## config.mk

```make
export PLATFORM = sky130hd
export DESIGN_NAME = mgmt_serial_slave
export DESIGN_NICKNAME = d
export VERILOG_FILES = /design/src/rtl/mss_pkg.sv /design/src/rtl/mss_preamble_lock.sv /design/src/rtl/mss_frame_fsm.sv /design/src/rtl/mss_read_drive.sv /design/src/rtl/mss_write_capture.sv /design/src/rtl/mgmt_serial_slave.sv
export SDC_FILE = /design/constraint.sdc
export NUM_CORES = 1
export LEC_CHECK = 0
export CAP_MARGIN = 10
export CORE_MARGIN = 3
export CORE_UTILIZATION = 57
export CTS_CLUSTER_SIZE = 40
export DETAILED_ROUTE_END_ITERATION = 16
export PLACE_DENSITY = 0.82
export SYNTH_ARGS = -nofsm -noshare
export SYNTH_HDL_FRONTEND = slang
export SYNTH_HIERARCHICAL = 1
export SYNTH_SLANG_ARGS = --single-unit
```

## constraint.sdc

```tcl
create_clock -name mdc -period 5.45 [get_ports mdc]
set_clock_uncertainty 0.05 [all_clocks]
set_input_delay 1.09 -clock mdc [delete_from_list [all_inputs] [get_ports mdc]]
set_output_delay 1.09 -clock mdc [all_outputs]
set_load 0.02 [all_outputs]
```

## src/rtl/mss_pkg.sv

```systemverilog
// Package: shared types and fixed protocol codes for the serial management
// slave. Assumes clause-22 framing with a 2-bit start and 2-bit opcode.
package mss_pkg;

    // Frame decoder position within a frame
    typedef enum logic [1:0] {
        ST_IDLE  = 2'd0,
        ST_START = 2'd1,
        ST_HDR   = 2'd2,
        ST_BODY  = 2'd3
    } mss_state_e;

    // What the body of the current frame means for this slave
    typedef enum logic [1:0] {
        KIND_SKIP = 2'd0,
        KIND_RD   = 2'd1,
        KIND_WR   = 2'd2
    } mss_kind_e;

    localparam logic [1:0] OPC_READ  = 2'b10;
    localparam logic [1:0] OPC_WRITE = 2'b01;
    localparam int         START_W   = 2;
    localparam int         OPC_W     = 2;
    localparam int         TURN_W    = 2;

endpackage

```

## src/rtl/mss_preamble_lock.sv

```systemverilog
// Module: preamble lock tracker.
// Counts consecutive one bits on the data line and sets a sticky lock flag
// once PRE_LEN of them have been sampled. A zero restarts the count. Reset
// and soft reset clear the lock. Assumes PRE_LEN >= 2.
module mss_preamble_lock #(
    parameter int PRE_LEN = 32
) (
    input  logic mdc,
    input  logic rst_n,
    input  logic soft_rst,
    input  logic mdio_in,
    output logic armed
);
    localparam int CNT_W = $clog2(PRE_LEN);

    logic [CNT_W-1:0] ones_cnt;

    // Count consecutive ones and latch the lock on the last required one
    always_ff @(posedge mdc) begin
        if (!rst_n || soft_rst) begin
            ones_cnt <= '0;
            armed    <= 1'b0;
        end else if (!mdio_in) begin
            ones_cnt <= '0;
        end else if (!armed) begin
            if (ones_cnt == CNT_W'(PRE_LEN - 1)) begin
                armed <= 1'b1;
            end else begin
                ones_cnt <= ones_cnt + 1'b1;
            end
        end
    end

endmodule

```

## src/rtl/mss_frame_fsm.sv

```systemverilog
// Module: frame decoder.
// Waits for an idle one followed by a start pair while locked, shifts in the
// opcode and both addresses, classifies the frame and then counts the
// turnaround and data bits so the frame is followed to its end whatever its
// kind. Issues the read request on the edge that completes the header.
module mss_frame_fsm
    import mss_pkg::*;
#(
    parameter int ADDR_W   = 5,
    parameter int HDR_BITS = 12,
    parameter int BODY_BITS = 18,
    parameter int CNT_W    = 5
) (
    input  logic              mdc,
    input  logic              rst_n,
    input  logic              soft_rst,
    input  logic              armed,
    input  logic              mdio_in,
    input  logic [ADDR_W-1:0] phy_addr,
    output logic              body_act,
    output logic [CNT_W-1:0]  body_cnt,
    output mss_kind_e         kind,
    output logic [ADDR_W-1:0] reg_addr,
    output logic              rd_en
);
    mss_state_e           state;
    logic                 idle_seen;
    logic [CNT_W-1:0]     bit_cnt;
    logic [HDR_BITS-2:0]  hdr_sh;
    logic [HDR_BITS-1:0]  hdr_full;
    logic [OPC_W-1:0]     hdr_opc;
    logic [ADDR_W-1:0]    hdr_phy;
    logic [ADDR_W-1:0]    hdr_reg;
    logic                 hdr_match;

    // Split the header including the bit being sampled now
    always_comb begin
        hdr_full  = {hdr_sh, mdio_in};
        hdr_opc   = hdr_full[HDR_BITS-1 -: OPC_W];
        hdr_phy   = hdr_full[2*ADDR_W-1 -: ADDR_W];
        hdr_reg   = hdr_full[ADDR_W-1:0];
        hdr_match = (hdr_phy == phy_addr);
    end

    // Frame sequencing: idle, start, header shift, body count
    always_ff @(posedge mdc) begin
        if (!rst_n || soft_rst) begin
            state     <= ST_IDLE;
            idle_seen <= 1'b0;
            bit_cnt   <= '0;
            hdr_sh    <= '0;
            kind      <= KIND_SKIP;
            reg_addr  <= '0;
            rd_en     <= 1'b0;
        end else begin
            rd_en <= 1'b0;
            case (state)
                ST_IDLE: begin
                    if (mdio_in) begin
                        idle_seen <= 1'b1;
                    end else begin
                        idle_seen <= 1'b0;
                        if (armed && idle_seen) begin
                            state <= ST_START;
                        end
                    end
                end
                ST_START: begin
                    bit_cnt <= '0;
                    state   <= mdio_in ? ST_HDR : ST_IDLE;
                end
                ST_HDR: begin
                    hdr_sh <= hdr_full[HDR_BITS-2:0];
                    if (bit_cnt == CNT_W'(HDR_BITS - 1)) begin
                        state   <= ST_BODY;
                        bit_cnt <= '0;
                        kind    <= KIND_SKIP;
                        if (hdr_match && hdr_opc == OPC_READ) begin
                            kind     <= KIND_RD;
                            reg_addr <= hdr_reg;
                            rd_en    <= 1'b1;
                        end else if (hdr_match && hdr_opc == OPC_WRITE) begin
                            kind     <= KIND_WR;
                            reg_addr <= hdr_reg;
                        end
                    end else begin
                        bit_cnt <= bit_cnt + 1'b1;
                    end
                end
                default: begin
                    if (bit_cnt == CNT_W'(BODY_BITS - 1)) begin
                        state   <= ST_IDLE;
                        bit_cnt <= '0;
                    end else begin
                        bit_cnt <= bit_cnt + 1'b1;
                    end
                end
            endcase
        end
    end

    // Body position is exposed for the read driver and write capture
    assign body_act = (state == ST_BODY);
    assign body_cnt = bit_cnt;

endmodule

```

## src/rtl/mss_read_drive.sv

```systemverilog
// Module: read data driver.
// During the body of a read frame: releases the line for the first
// turnaround bit, drives 0 for the second, then drives the captured word
// most significant bit first and releases after the last bit. Assumes the
// register file presents rd_data in the cycle after the read request.
module mss_read_drive
    import mss_pkg::*;
#(
    parameter int ADDR_W      = 5,
    parameter int DATA_W      = 16,
    parameter int BODY_BITS   = 18,
    parameter int CNT_W       = 5,
    parameter int STATUS_ADDR = 1,
    parameter int SUPPR_BIT   = 6
) (
    input  logic              mdc,
    input  logic              rst_n,
    input  logic              soft_rst,
    input  logic              body_act,
    input  logic [CNT_W-1:0]  body_cnt,
    input  mss_kind_e         kind,
    input  logic [ADDR_W-1:0] reg_addr,
    input  logic [DATA_W-1:0] rd_data,
    output logic              mdio_out,
    output logic              mdio_oe
);
    logic [DATA_W-1:0] word_in;
    logic [DATA_W-1:0] out_sh;
    logic              rd_body;

    // Status override: force the suppression-capable bit on the status read
    generate
        if (SUPPR_BIT < DATA_W) begin : g_status_patch
            always_comb begin
                word_in = rd_data;
                if (reg_addr == ADDR_W'(STATUS_ADDR)) begin
                    word_in[SUPPR_BIT] = 1'b1;
                end
            end
        end else begin : g_no_patch
            always_comb word_in = rd_data;
        end
    endgenerate

    assign rd_body = body_act && (kind == KIND_RD);

    // Turnaround and data shifting onto the line
    always_ff @(posedge mdc) begin
        if (!rst_n || soft_rst) begin
            out_sh   <= '0;
            mdio_out <= 1'b0;
            mdio_oe  <= 1'b0;
        end else if (rd_body) begin
            if (body_cnt == '0) begin
                out_sh   <= word_in;
                mdio_out <= 1'b0;
                mdio_oe  <= 1'b1;
            end else if (body_cnt == CNT_W'(BODY_BITS - 1)) begin
                mdio_out <= 1'b0;
                mdio_oe  <= 1'b0;
            end else begin
                mdio_out <= out_sh[DATA_W-1];
                out_sh   <= {out_sh[DATA_W-2:0], 1'b0};
            end
        end
    end

endmodule

```

## src/rtl/mss_write_capture.sv

```systemverilog
// Module: write data capture.
// During the body of a write frame, shifts in the data bits that follow the
// two turnaround bits and pulses the write strobe on the edge that samples
// the last one. Turnaround bit values are not checked.
module mss_write_capture
    import mss_pkg::*;
#(
    parameter int DATA_W    = 16,
    parameter int BODY_BITS = 18,
    parameter int CNT_W     = 5
) (
    input  logic              mdc,
    input  logic              rst_n,
    input  logic              soft_rst,
    input  logic              body_act,
    input  logic [CNT_W-1:0]  body_cnt,
    input  mss_kind_e         kind,
    input  logic              mdio_in,
    output logic [DATA_W-1:0] wr_data,
    output logic              wr_en
);
    logic wr_body;

    assign wr_body = body_act && (kind == KIND_WR);

    // Data shift-in and single-cycle strobe
    always_ff @(posedge mdc) begin
        if (!rst_n || soft_rst) begin
            wr_data <= '0;
            wr_en   <= 1'b0;
        end else begin
            wr_en <= 1'b0;
            if (wr_body && body_cnt >= CNT_W'(TURN_W)) begin
                wr_data <= {wr_data[DATA_W-2:0], mdio_in};
                wr_en   <= (body_cnt == CNT_W'(BODY_BITS - 1));
            end
        end
    end

endmodule

```

## src/rtl/mgmt_serial_slave.sv

```systemverilog
// Module: serial management slave, top level.
// Joins the preamble lock, frame decoder, read driver and write capture.
// Runs entirely on the management clock, which the master keeps running.
// The data line is split into a resolved input and an output with enable.
module mgmt_serial_slave
    import mss_pkg::*;
#(
    parameter int ADDR_W      = 5,
    parameter int DATA_W      = 16,
    parameter int PRE_LEN     = 32,
    parameter int STATUS_ADDR = 1,
    parameter int SUPPR_BIT   = 6
) (
    input  logic              mdc,
    input  logic              rst_n,
    input  logic              soft_rst,
    input  logic [ADDR_W-1:0] phy_addr,
    input  logic              mdio_in,
    output logic              mdio_out,
    output logic              mdio_oe,
    output logic [ADDR_W-1:0] reg_addr,
    output logic              rd_en,
    input  logic [DATA_W-1:0] rd_data,
    output logic              wr_en,
    output logic [DATA_W-1:0] wr_data
);
    localparam int HDR_BITS  = OPC_W + 2 * ADDR_W;
    localparam int BODY_BITS = TURN_W + DATA_W;
    localparam int MAX_BITS  = (HDR_BITS > BODY_BITS) ? HDR_BITS : BODY_BITS;
    localparam int CNT_W     = $clog2(MAX_BITS);

    logic             lock_armed;
    logic             body_act;
    logic [CNT_W-1:0] body_cnt;
    mss_kind_e        kind;

    mss_preamble_lock #(
        .PRE_LEN (PRE_LEN)
    ) u_lock (
        .mdc      (mdc),
        .rst_n    (rst_n),
        .soft_rst (soft_rst),
        .mdio_in  (mdio_in),
        .armed    (lock_armed)
    );

    mss_frame_fsm #(
        .ADDR_W    (ADDR_W),
        .HDR_BITS  (HDR_BITS),
        .BODY_BITS (BODY_BITS),
        .CNT_W     (CNT_W)
    ) u_fsm (
        .mdc      (mdc),
        .rst_n    (rst_n),
        .soft_rst (soft_rst),
        .armed    (lock_armed),
        .mdio_in  (mdio_in),
        .phy_addr (phy_addr),
        .body_act (body_act),
        .body_cnt (body_cnt),
        .kind     (kind),
        .reg_addr (reg_addr),
        .rd_en    (rd_en)
    );

    mss_read_drive #(
        .ADDR_W      (ADDR_W),
        .DATA_W      (DATA_W),
        .BODY_BITS   (BODY_BITS),
        .CNT_W       (CNT_W),
        .STATUS_ADDR (STATUS_ADDR),
        .SUPPR_BIT   (SUPPR_BIT)
    ) u_rd (
        .mdc      (mdc),
        .rst_n    (rst_n),
        .soft_rst (soft_rst),
        .body_act (body_act),
        .body_cnt (body_cnt),
        .kind     (kind),
        .reg_addr (reg_addr),
        .rd_data  (rd_data),
        .mdio_out (mdio_out),
        .mdio_oe  (mdio_oe)
    );

    mss_write_capture #(
        .DATA_W    (DATA_W),
        .BODY_BITS (BODY_BITS),
        .CNT_W     (CNT_W)
    ) u_wr (
        .mdc      (mdc),
        .rst_n    (rst_n),
        .soft_rst (soft_rst),
        .body_act (body_act),
        .body_cnt (body_cnt),
        .kind     (kind),
        .mdio_in  (mdio_in),
        .wr_data  (wr_data),
        .wr_en    (wr_en)
    );

endmodule

```

Word level (Yosys, flattened, before mapping)
Index checks and enable logic that the tools add are counted.
{"block": "totals", "register_bits": 68, "in_bits": 25, "output_inout_bits": 25, "wordCells": 85}
{"block": "classes", "n_addsub": 2, "magnitude_cmp": 1, "eq_ne": 16, "mux": 24, "bitwise_logic": 6, "n_reduce_logical": 22}
{"operator": "16-bit two-way mux", "count": 2}
{"operator": "5-bit two-way mux", "count": 4}
{"operator": "5-bit case mux with 3 select lines", "count": 1}
{"operator": "2-bit two-way mux", "count": 7}
{"operator": "5-bit by 1-bit adder with 5-bit output (second input constant)", "count": 2}
{"operator": "5-bit == test (second input constant)", "count": 2}
{"operator": "1-bit two-way mux", "count": 9}
{"operator": "2-bit == test (second input constant)", "count": 4}
{"operator": "2-bit AND reduction", "count": 4}
{"operator": "2-bit by 1-bit == test with 1-bit output (second input constant)", "count": 3}
{"operator": "1-bit logical AND", "count": 6}
{"operator": "2-bit by 1-bit inequality test with 1-bit output (second input constant)", "count": 3}
{"operator": "1-bit NOT", "count": 6}
{"operator": "2-bit case mux with 3 select lines", "count": 1}
{"operator": "5-bit by 1-bit == test with 1-bit output (second input constant)", "count": 1}
{"operator": "5-bit by 4-bit == test with 1-bit output (second input constant)", "count": 1}
{"operator": "5-bit == test", "count": 1}
{"operator": "5-bit by 2-bit greater-or-equal comparator with 1-bit output (second input constant)", "count": 1}
{"operator": "5-bit logical NOT", "count": 1}
{"operator": "4-bit AND reduction", "count": 1}
{"operator": "2-bit nonzero test", "count": 2}
{"operator": "4-bit nonzero test", "count": 1}
{"operator": "2-bit OR reduction", "count": 2}
{"operator": "3-bit AND reduction", "count": 1}
{"operator": "other kinds (5)", "count": 5}

Logic depth before layout (Yosys ltp)
Gate-level depths: netlist of run 1.
{"block": "depth", "word_depth": 5, "ltp_mapped": 7, "depth_no_buf": 6}

By module
The synthesis of run 1 kept the hierarchy.
{"mod": "mss_frame_fsm", "n_inst": 1, "cells_each": 142, "area_per_inst_um2": 1333.8, "seq_area_each_um2": 540.5}
{"mod": "mss_read_drive", "n_inst": 1, "cells_each": 89, "area_per_inst_um2": 885.8, "seq_area_each_um2": 360.3}
{"mod": "mss_write_capture", "n_inst": 1, "cells_each": 60, "area_per_inst_um2": 664.4, "seq_area_each_um2": 340.3}
{"mod": "mss_preamble_lock", "n_inst": 1, "cells_each": 29, "area_per_inst_um2": 262.8, "seq_area_each_um2": 120.1}

Worst setup path after synthesis of run 1
Ideal clock, no wire load.
{"block": "synth_path", "kind": "input-to-reg", "start": "input soft_rst", "end": "register u_rd.mdio_oe", "setup_time_ns": 0.141, "arrival_ns": 1.878, "required_time_ns": 5.259, "slack_ns": 3.381, "stages": 4, "cell_sequence": "nand2b_1 -> clkbuf_1 -> buf_1 -> a21oi_1"}
{"block": "synth_between", "elab_chain_len": 1}
{"item": "from (decl)", "line_no": "mgmt_serial_slave.sv:16", "text": "input logic soft_rst,"}
{"item": "1-bit logical OR", "line_no": "mss_read_drive.sv:49", "text": "if (!rst_n || soft_rst) begin"}
{"item": "to (signal assigned)", "line_no": "mss_read_drive.sv:52", "text": "mdio_oe <= 1'b0;"}
{"item": "to (signal assigned)", "line_no": "mss_read_drive.sv:57", "text": "mdio_oe <= 1'b1;"}
{"item": "to (signal assigned)", "line_no": "mss_read_drive.sv:60", "text": "mdio_oe <= 1'b0;"}
{"item": "to (decl)", "line_no": "mss_read_drive.sv:25", "text": "output logic mdio_oe"}
Every way passes these cells.
A chain may end at the register's enable or synchronous reset.

Worst setup path in the final report of run 1
{"block": "layout_path", "start": "input rst_n", "end": "register u_wr.wr_data[1]"}
{"block": "layout_between", "elab_chain_len": 2}
{"item": "from (decl)", "line_no": "mgmt_serial_slave.sv:15", "text": "input logic rst_n,"}
{"item": "1-bit logical NOT", "line_no": "mss_write_capture.sv:28", "text": "if (!rst_n || soft_rst) begin"}
{"item": "1-bit logical OR", "line_no": "mss_write_capture.sv:28"}
{"item": "to (signal assigned)", "line_no": "mss_write_capture.sv:34", "text": "wr_data <= {wr_data[DATA_W-2:0], mdio_in};"}
{"item": "to (decl)", "line_no": "mss_write_capture.sv:19", "text": "output logic [DATA_W-1:0] wr_data,"}
Every way passes these cells.

==> reports/metrics.cfg, run 1 <==
[route]
wl_um = 6250
wl_met2_um = 3110
firstDrtPassIters = 4
wl_met1_um = 2810
dr_wl_met3_um = 222
dr.max_layer_used = met4
dr.first_iter.drc_count = 78
drc_errors = 0
num_vias = 2443
vias_per_cell = 5.58
ant_nets = 0
wl_per_cell_um = 14.3

[clock_tree]
cts.repair.resized = 0
cts_tree = built
clock-sinks = 68
post_cts_buffers = 0
holdBufCountCts = 0
root_buffer = clkbuf_8
path_clk_slew_ns = 0.07
cts_buffer_depth = 2
htreeDepth = 3
insertion_delay_ns = 0.33
numCtsBuffers = 9

[pwr]
p_per_area_nw_per_um2 = 236
irDropWorstVdd_uv = 140
leakage_nw = 1.39

[critical_path]
crit-reg2reg-launch = u_fsm/state[0]
cp_slowest_stage_delay_ns = 0.95
setup.worst_path.start_class = input pin
reg2reg_setup_slack_ns = 3.15
cp.buffers_inverters = 1
crit_fanout = 18
crit_required_ns = 5.66
path_delay_family = simple AND/OR/NAND/NOR gates
rr_worst_depth = 6
worstPathCellList = clkdlybuf4s50_1 > nor2b_1 > nand2_1 > mux2i_1
critPathCaptureType = flip-flop
r2r-end = u_fsm/state[1]
crit_slowest_cell = nor2b_1
crit_type = input pin to flip-flop
crit_arrival_ns = 3.00

[finish]
finalCoreUtilization_pct = 72.5
layout_commonest_cell = dfxtp_1
fin_nets = 397
fill_cells = 421
final_cells = 438
num_antenna_cells = 0
final-seq-area_um2 = 1360
multi_input_area_um2 = 1660
mostFrequentLayoutCells = dfxtp_1 (68), clkdlybuf4s50_1 (49), mux2i_1 (43)
area_growth_pct = 20.7
layout-drive-gt1-share_pct = 8.42

[placement]
hpwl_um = 4370
port_buffers = 49
post-place-cells = 423
gp_congestion = 0.769

[hold_path]
holdPathStages = 2
hold_path.startpoint = u_rd/mdio_out
whs_endpoint = u_rd/mdio_out
worstHoldPathType = flip-flop to flip-flop

[grt]
overflow = 0
grt_use_total_pct = 20.9
grt_pass1_wl_um = 10600
grt_max_degree = 34
grt_pass1_vias = 2420
grt_antenna_before_repair = 0

[floorplan]
die_y_um = 80.3
dieArea_um2 = 6450
fp-row-count = 26
coreArea_um2 = 5240
ios = 50
start_util_pct = 60.1
die_w_um = 80.3

[logic_synthesis]
synth-simple-area-share_pct = 19.9
yosys.cell_types.count = 50
synth_top_family_by_area = simple AND/OR/NAND/NOR gates
async_reset_ff_share_pct = 0
ys_seq_elements = 68
synth_area_per_cell_um2 = 9.83
synthFlopType = dfxtp_1
yosysTopAreaCell = dfxtp_1
synth_area_um2 = 3150
synth_warnings = 6
yosysTopAreaCellShare_pct = 43.3
synthesis.instances = 320
syn-num-nets = 353
synth-seq-area-share_pct = 43.3
synthMuxAreaShare_pct = 13.7
synthAdderAreaFrac_pct = 3.18
synth_compound_area_share_pct = 12.8
synthXorXnorAreaFrac_pct = 3.06
synth_area_leaders = dfxtp_1 (43%), mux2i_1 (14%), nor2_1 (4.1%), nand2_1 (3.5%), ha_1 (3.2%)
synth_edf_count = 0

[timing]
hold_violations = 0
clock.fmax_mhz = 358
fin_crit_ns = 2.79
min_period_over_period_pct = 51.2
tns_ns = 0
rsz0062_at_grt = no
setup_viol = 0
whs_ns = 0.407
worst_pin_slew_ns = 1.17
relSlewSlack_pct = 21.7
drv_slew = 0

[run_status]
outcome = finished clean

[flow_run]
maxCapViolCount = 0

worst max-delay path by stage:
stage	from	to	slack, ns	depth (start not counted)
floorplan	soft_rst	u_rd/mdio_oe	3.38	4
global placement	rst_n	u_wr/wr_data[3]	2.44	4
detailed placement	rst_n	u_wr/wr_data[9]	2.34	4
CTS	rst_n	u_wr/wr_data[9]	2.69	4
global route	rst_n	u_wr/wr_data[8]	2.45	4
finish	rst_n	u_wr/wr_data[1]	2.66	4
cell type report:
class	instances	area share [%]
inverter	5	0.494
clock buffer	13	4.18
tap	70	2.31
multi-input combinational	230	43.8
timing repair buffer	50	13.1
clock inverter	2	0.264
sequential	68	35.8
power by group:
group	internal, mW	switching, mW	total, mW
logic	0.0205	0.0177	0.0382
clock network	0.186	0.174	0.361
registers	0.497	0.000490	0.498
total	0.704	0.192	0.897
worst register-to-register path, cell delays in order (launching register included):
cell      delay (ns)
dfxtp_1         0.35
inv_1           0.12
ha_1            0.77
nor3_1          0.11
a222oi_1        0.49
a21o_2          0.20
a21oi_1         0.05
cells by family after synthesis:
| family | count (synthesis) |
|---|---|
| flip-flops | 68 |
| buffers and inverters | 22 |
| AND/OR/NAND/NOR | 115 |
| multiplexers | 43 |
| AO/OA/AOI/OAI | 53 |
| adder cells (fa/ha/maj) | 8 |
| XOR/XNOR | 11 |
per-layer routing:
layer	GRT usage [%]	vias up
li1	-	1245
met4	10.3	0
met3	3.48	10
met2	36.4	45
met1	24.7	1143
met5	0	-
flip-flops by register name, indices dropped and copies added (netlist names), 2 cells and up:
register	count
u_fsm/state	2
u_fsm/hdr_sh	11
u_fsm/reg_addr	5
u_wr/wr_data	16
u_lock/ones_cnt	5
u_rd/out_sh	16
u_fsm/kind	2
u_fsm/body_cnt	5
cell usage after synthesis, types with 3 or more instances:
master	number
a211oi_1	7
a211oi_2	7
a21oi_1	18
and3_1	3
buf_2	3
buf_4	4
clkbuf_1	7
dfxtp_1	68
ha_1	8
inv_1	5
mux2i_1	43
nand2_1	29
nand2b_1	6
nand3_1	8
nand3b_1	4
nand4_1	9
nor2_1	34
nor2b_1	3
o21ai_0	3
o31ai_1	6
xnor2_1	10
stage by stage:
| stage | area, µm² | worst slack [ns] | power, mW |
|---|---|---|---|
| 2_1_floorplan | 3150 | 3.38 | 0.527 |
| 6_report | 3800 | 2.66 | 0.897 |
| 3_5_place_dp | 3630 | 2.34 | 0.547 |
| 3_3_place_gp | 3630 | 2.44 | 0.547 |
| 4_1_cts | 3800 | 2.69 | 0.906 |
| 5_1_grt | 3800 | 2.45 | 0.925 |
Note: power is estimated with default switching activity, not from simulation.
==> inputs of run 2 (changes only) <==
CORE_UTILIZATION = 48   (was 57)
PLACE_DENSITY = 0.74   (was 0.82)
clock period = 2.43 ns   (was 5.45 ns; I/O delays follow)
==> run 2 against run 1 <==
Compared with the run above: combinational power up 140%; worst setup slack worse by 2.2 ns; via count about the same; clock power rose by 140%; critical path depth is 2 higher; power increased by 130%; global-route usage down 2.9 points; wire length grew 0.78%; sequential power is 120% higher; largest cell class unchanged; largest power group unchanged.
==> reports/metrics.cfg, run 2 (same netlist as run 1, synthesis figures left out) <==
[placement]
port_buffers = 49  ; unchanged
post-place-cells = 434  ; was 423
gp_congestion = 0.775  ; was 0.769
placed_area_um2 = 3680  ; was 3630 µm²
hpwl_um = 4450  ; was 4370 µm

[grt]
grt_pass1_wl_um = 10700  ; was 10,600 µm
grtUsageMet2_pct = 28.4  ; was 36.4%
grt_use_met3_pct = 5.39  ; was 3.48%
use_met1_pct = 22.9  ; was 24.7%
grt_use_total_pct = 18.0  ; was 20.9%
grt.busiest_layer = met2  ; unchanged
grt_max_degree = 34  ; unchanged
grt_pass1_vias = 2286  ; was 2,420
grt_antenna_before_repair = 0  ; unchanged
overflow = 0  ; unchanged

[critical_path]
rr_worst_depth = 6  ; unchanged
crit_type = flip-flop to flip-flop  ; was input pin to flip-flop
endpoint = u_fsm/state[1]  ; was u_wr/wr_data[1]
path_delay_family = compound AO/OA/AOI/OAI gates  ; was simple AND/OR/NAND/NOR gates
crit-reg2reg-launch = u_fsm/state[1]  ; was u_fsm/state[0]
setup.worst_path.start_class = flip-flop  ; was input pin
critPathCaptureType = flip-flop  ; unchanged
reg2reg_setup_slack_ns = 0.50  ; was 3.15 ns
worstPathCellList = inv_1 > ha_1 > nor3_1 > a222oi_1 > a21o_2 > a21oi_1  ; was clkdlybuf4s50_1 > nor2b_1 > nand2_1 > mux2i_1
r2r-end = u_fsm/state[1]  ; unchanged
crit_arrival_ns = 2.11  ; was 3.00 ns
crit_slowest_cell = ha_1  ; was nor2b_1
worstSetupStartpoint = u_fsm/state[1]  ; was rst_n
cp.depth = 6  ; was 4
crit_required_ns = 2.61  ; was 5.66 ns
cp.buffers_inverters = 1  ; unchanged
crit_fanout = 15  ; was 18
cp_slowest_stage_delay_ns = 0.49  ; was 0.95 ns

[route]
dr.first_iter.drc_count = 77  ; was 78
drc_errors = 0  ; unchanged
firstDrtPassIters = 4  ; unchanged
vias_per_cell = 5.43  ; was 5.58
wl_per_cell_um = 14.0  ; was 14.3 µm
wl_um = 6300  ; was 6250 µm
ant_nets = 0  ; unchanged
num_vias = 2444  ; was 2,443

[finish]
num_antenna_cells = 0  ; unchanged
finalCoreUtilization_pct = 62.9  ; was 72.5%
final_cells = 450  ; was 438
mostFrequentLayoutCells = dfxtp_1 (68), clkdlybuf4s50_1 (49), mux2i_1 (43)  ; unchanged
layout_commonest_cell = dfxtp_1  ; unchanged
layout-drive-gt1-share_pct = 9.33  ; was 8.42%
design_area_um2 = 3860  ; was 3800 µm²
area_growth_pct = 22.6  ; was 20.7%
reg.largest.list = u_rd/out_sh (16), u_wr/wr_data (16), u_fsm/hdr_sh (11)  ; unchanged
fin_nets = 403  ; was 397

[pwr]
irDropWorstVdd_uv = 375  ; was 140 µV
leakage_nw = 1.42  ; was 1.39 nW
p_per_area_nw_per_um2 = 539  ; was 236 nW/µm²

[floorplan]
coreArea_um2 = 6130  ; was 5240 µm²
die_w_um = 87.0  ; was 80.3 µm
fp-row-count = 28  ; was 26
ios = 50  ; unchanged
die_y_um = 87.0  ; was 80.3 µm
dieArea_um2 = 7560  ; was 6450 µm²
start_util_pct = 51.3  ; was 60.1%

[timing]
setup_viol = 0  ; unchanged
min_period_over_period_pct = 79.6
worst_pin_slew_ns = 0.662  ; was 1.17 ns
hold_violations = 0  ; unchanged
clock.fmax_mhz = 517
tns_ns = 0  ; unchanged
fin_crit_ns = 1.93
drv_slew = 0  ; unchanged
rsz0062_at_grt = no  ; unchanged
whs_ns = 0.413  ; was 0.407 ns
relSlewSlack_pct = 55.8  ; was 21.7%

[clock_tree]
numCtsBuffers = 9  ; unchanged
holdBufCountCts = 0  ; unchanged
root_buffer = clkbuf_8  ; unchanged
htreeDepth = 3  ; unchanged
insertion_delay_ns = 0.34  ; was 0.33 ns
post_cts_buffers = 0  ; unchanged
path_clk_slew_ns = 0.07  ; about the same
cts.repair.resized = 0  ; unchanged
clock-sinks = 68  ; unchanged
cts_buffer_depth = 2  ; unchanged
cts_tree = built  ; unchanged

[hold_path]
holdPathStages = 2  ; unchanged
worstHoldPathType = flip-flop to flip-flop  ; unchanged

[run_status]
outcome = finished clean  ; unchanged

[flow_run]
maxCapViolCount = 0  ; unchanged

[run 2: report_power, final]
part | leakage (nW) | internal (mW) | switching (mW) | total [mW]
Combinational | 0.787 | 0.0502 | 0.0407 | 0.0909
Clock | 0.0887 | 0.475 | 0.397 | 0.872
Sequential | 0.548 | 1.12 | 0.00110 | 1.12
[run 2: area by class of cell]
type	instances	area [µm²]
inverters	5	18.8
fillers	522	2270
clock buffers	14	143
multi-input cells	230	1660
repair buffers	56	543
well taps	75	93.8
flip-flops and latches	68	1360
clock inverters	2	35.0
[run 2: worst min path at each step]
stage	from	to	slack [ns]
after floorplan	u_lock/ones_cnt[4]	u_lock/ones_cnt[4]	0.39
after global placement	u_rd/mdio_out	u_rd/mdio_out	0.39
after detailed placement	u_rd/mdio_out	u_rd/mdio_out	0.40
after CTS	u_rd/mdio_out	u_rd/mdio_out	0.41
after global routing	u_rd/mdio_out	u_rd/mdio_out	0.42
final	u_rd/mdio_out	u_rd/mdio_out	0.41
[run 2: stage by stage]
step / total power, mW / setup slack, ns
after global placement: 1.23 / 0.468
final: 2.08 / 0.495
after global routing: 2.17 / 0.256
after CTS: 2.11 / 0.499
after floorplan: 1.18 / 0.642
after detailed placement: 1.23 / 0.424
[run 2: metal layers]
| layer | up-vias | share of wire [%] |
|---|---|---|
| met5 | - | 0 |
| met2 | 46 | 47 |
| li1 | 1250 | - |
| met3 | 10 | 4.2 |
| met1 | 1138 | 48 |
| met4 | 0 | 1.6 |
[run 2: worst register-to-register path: stages, from the launching register on]
cell	delay [ns]
dfxtp_1	0.33
inv_1	0.12
ha_1	0.49
nor3_1	0.12
a222oi_1	0.47
a21o_2	0.20
a21oi_1	0.05
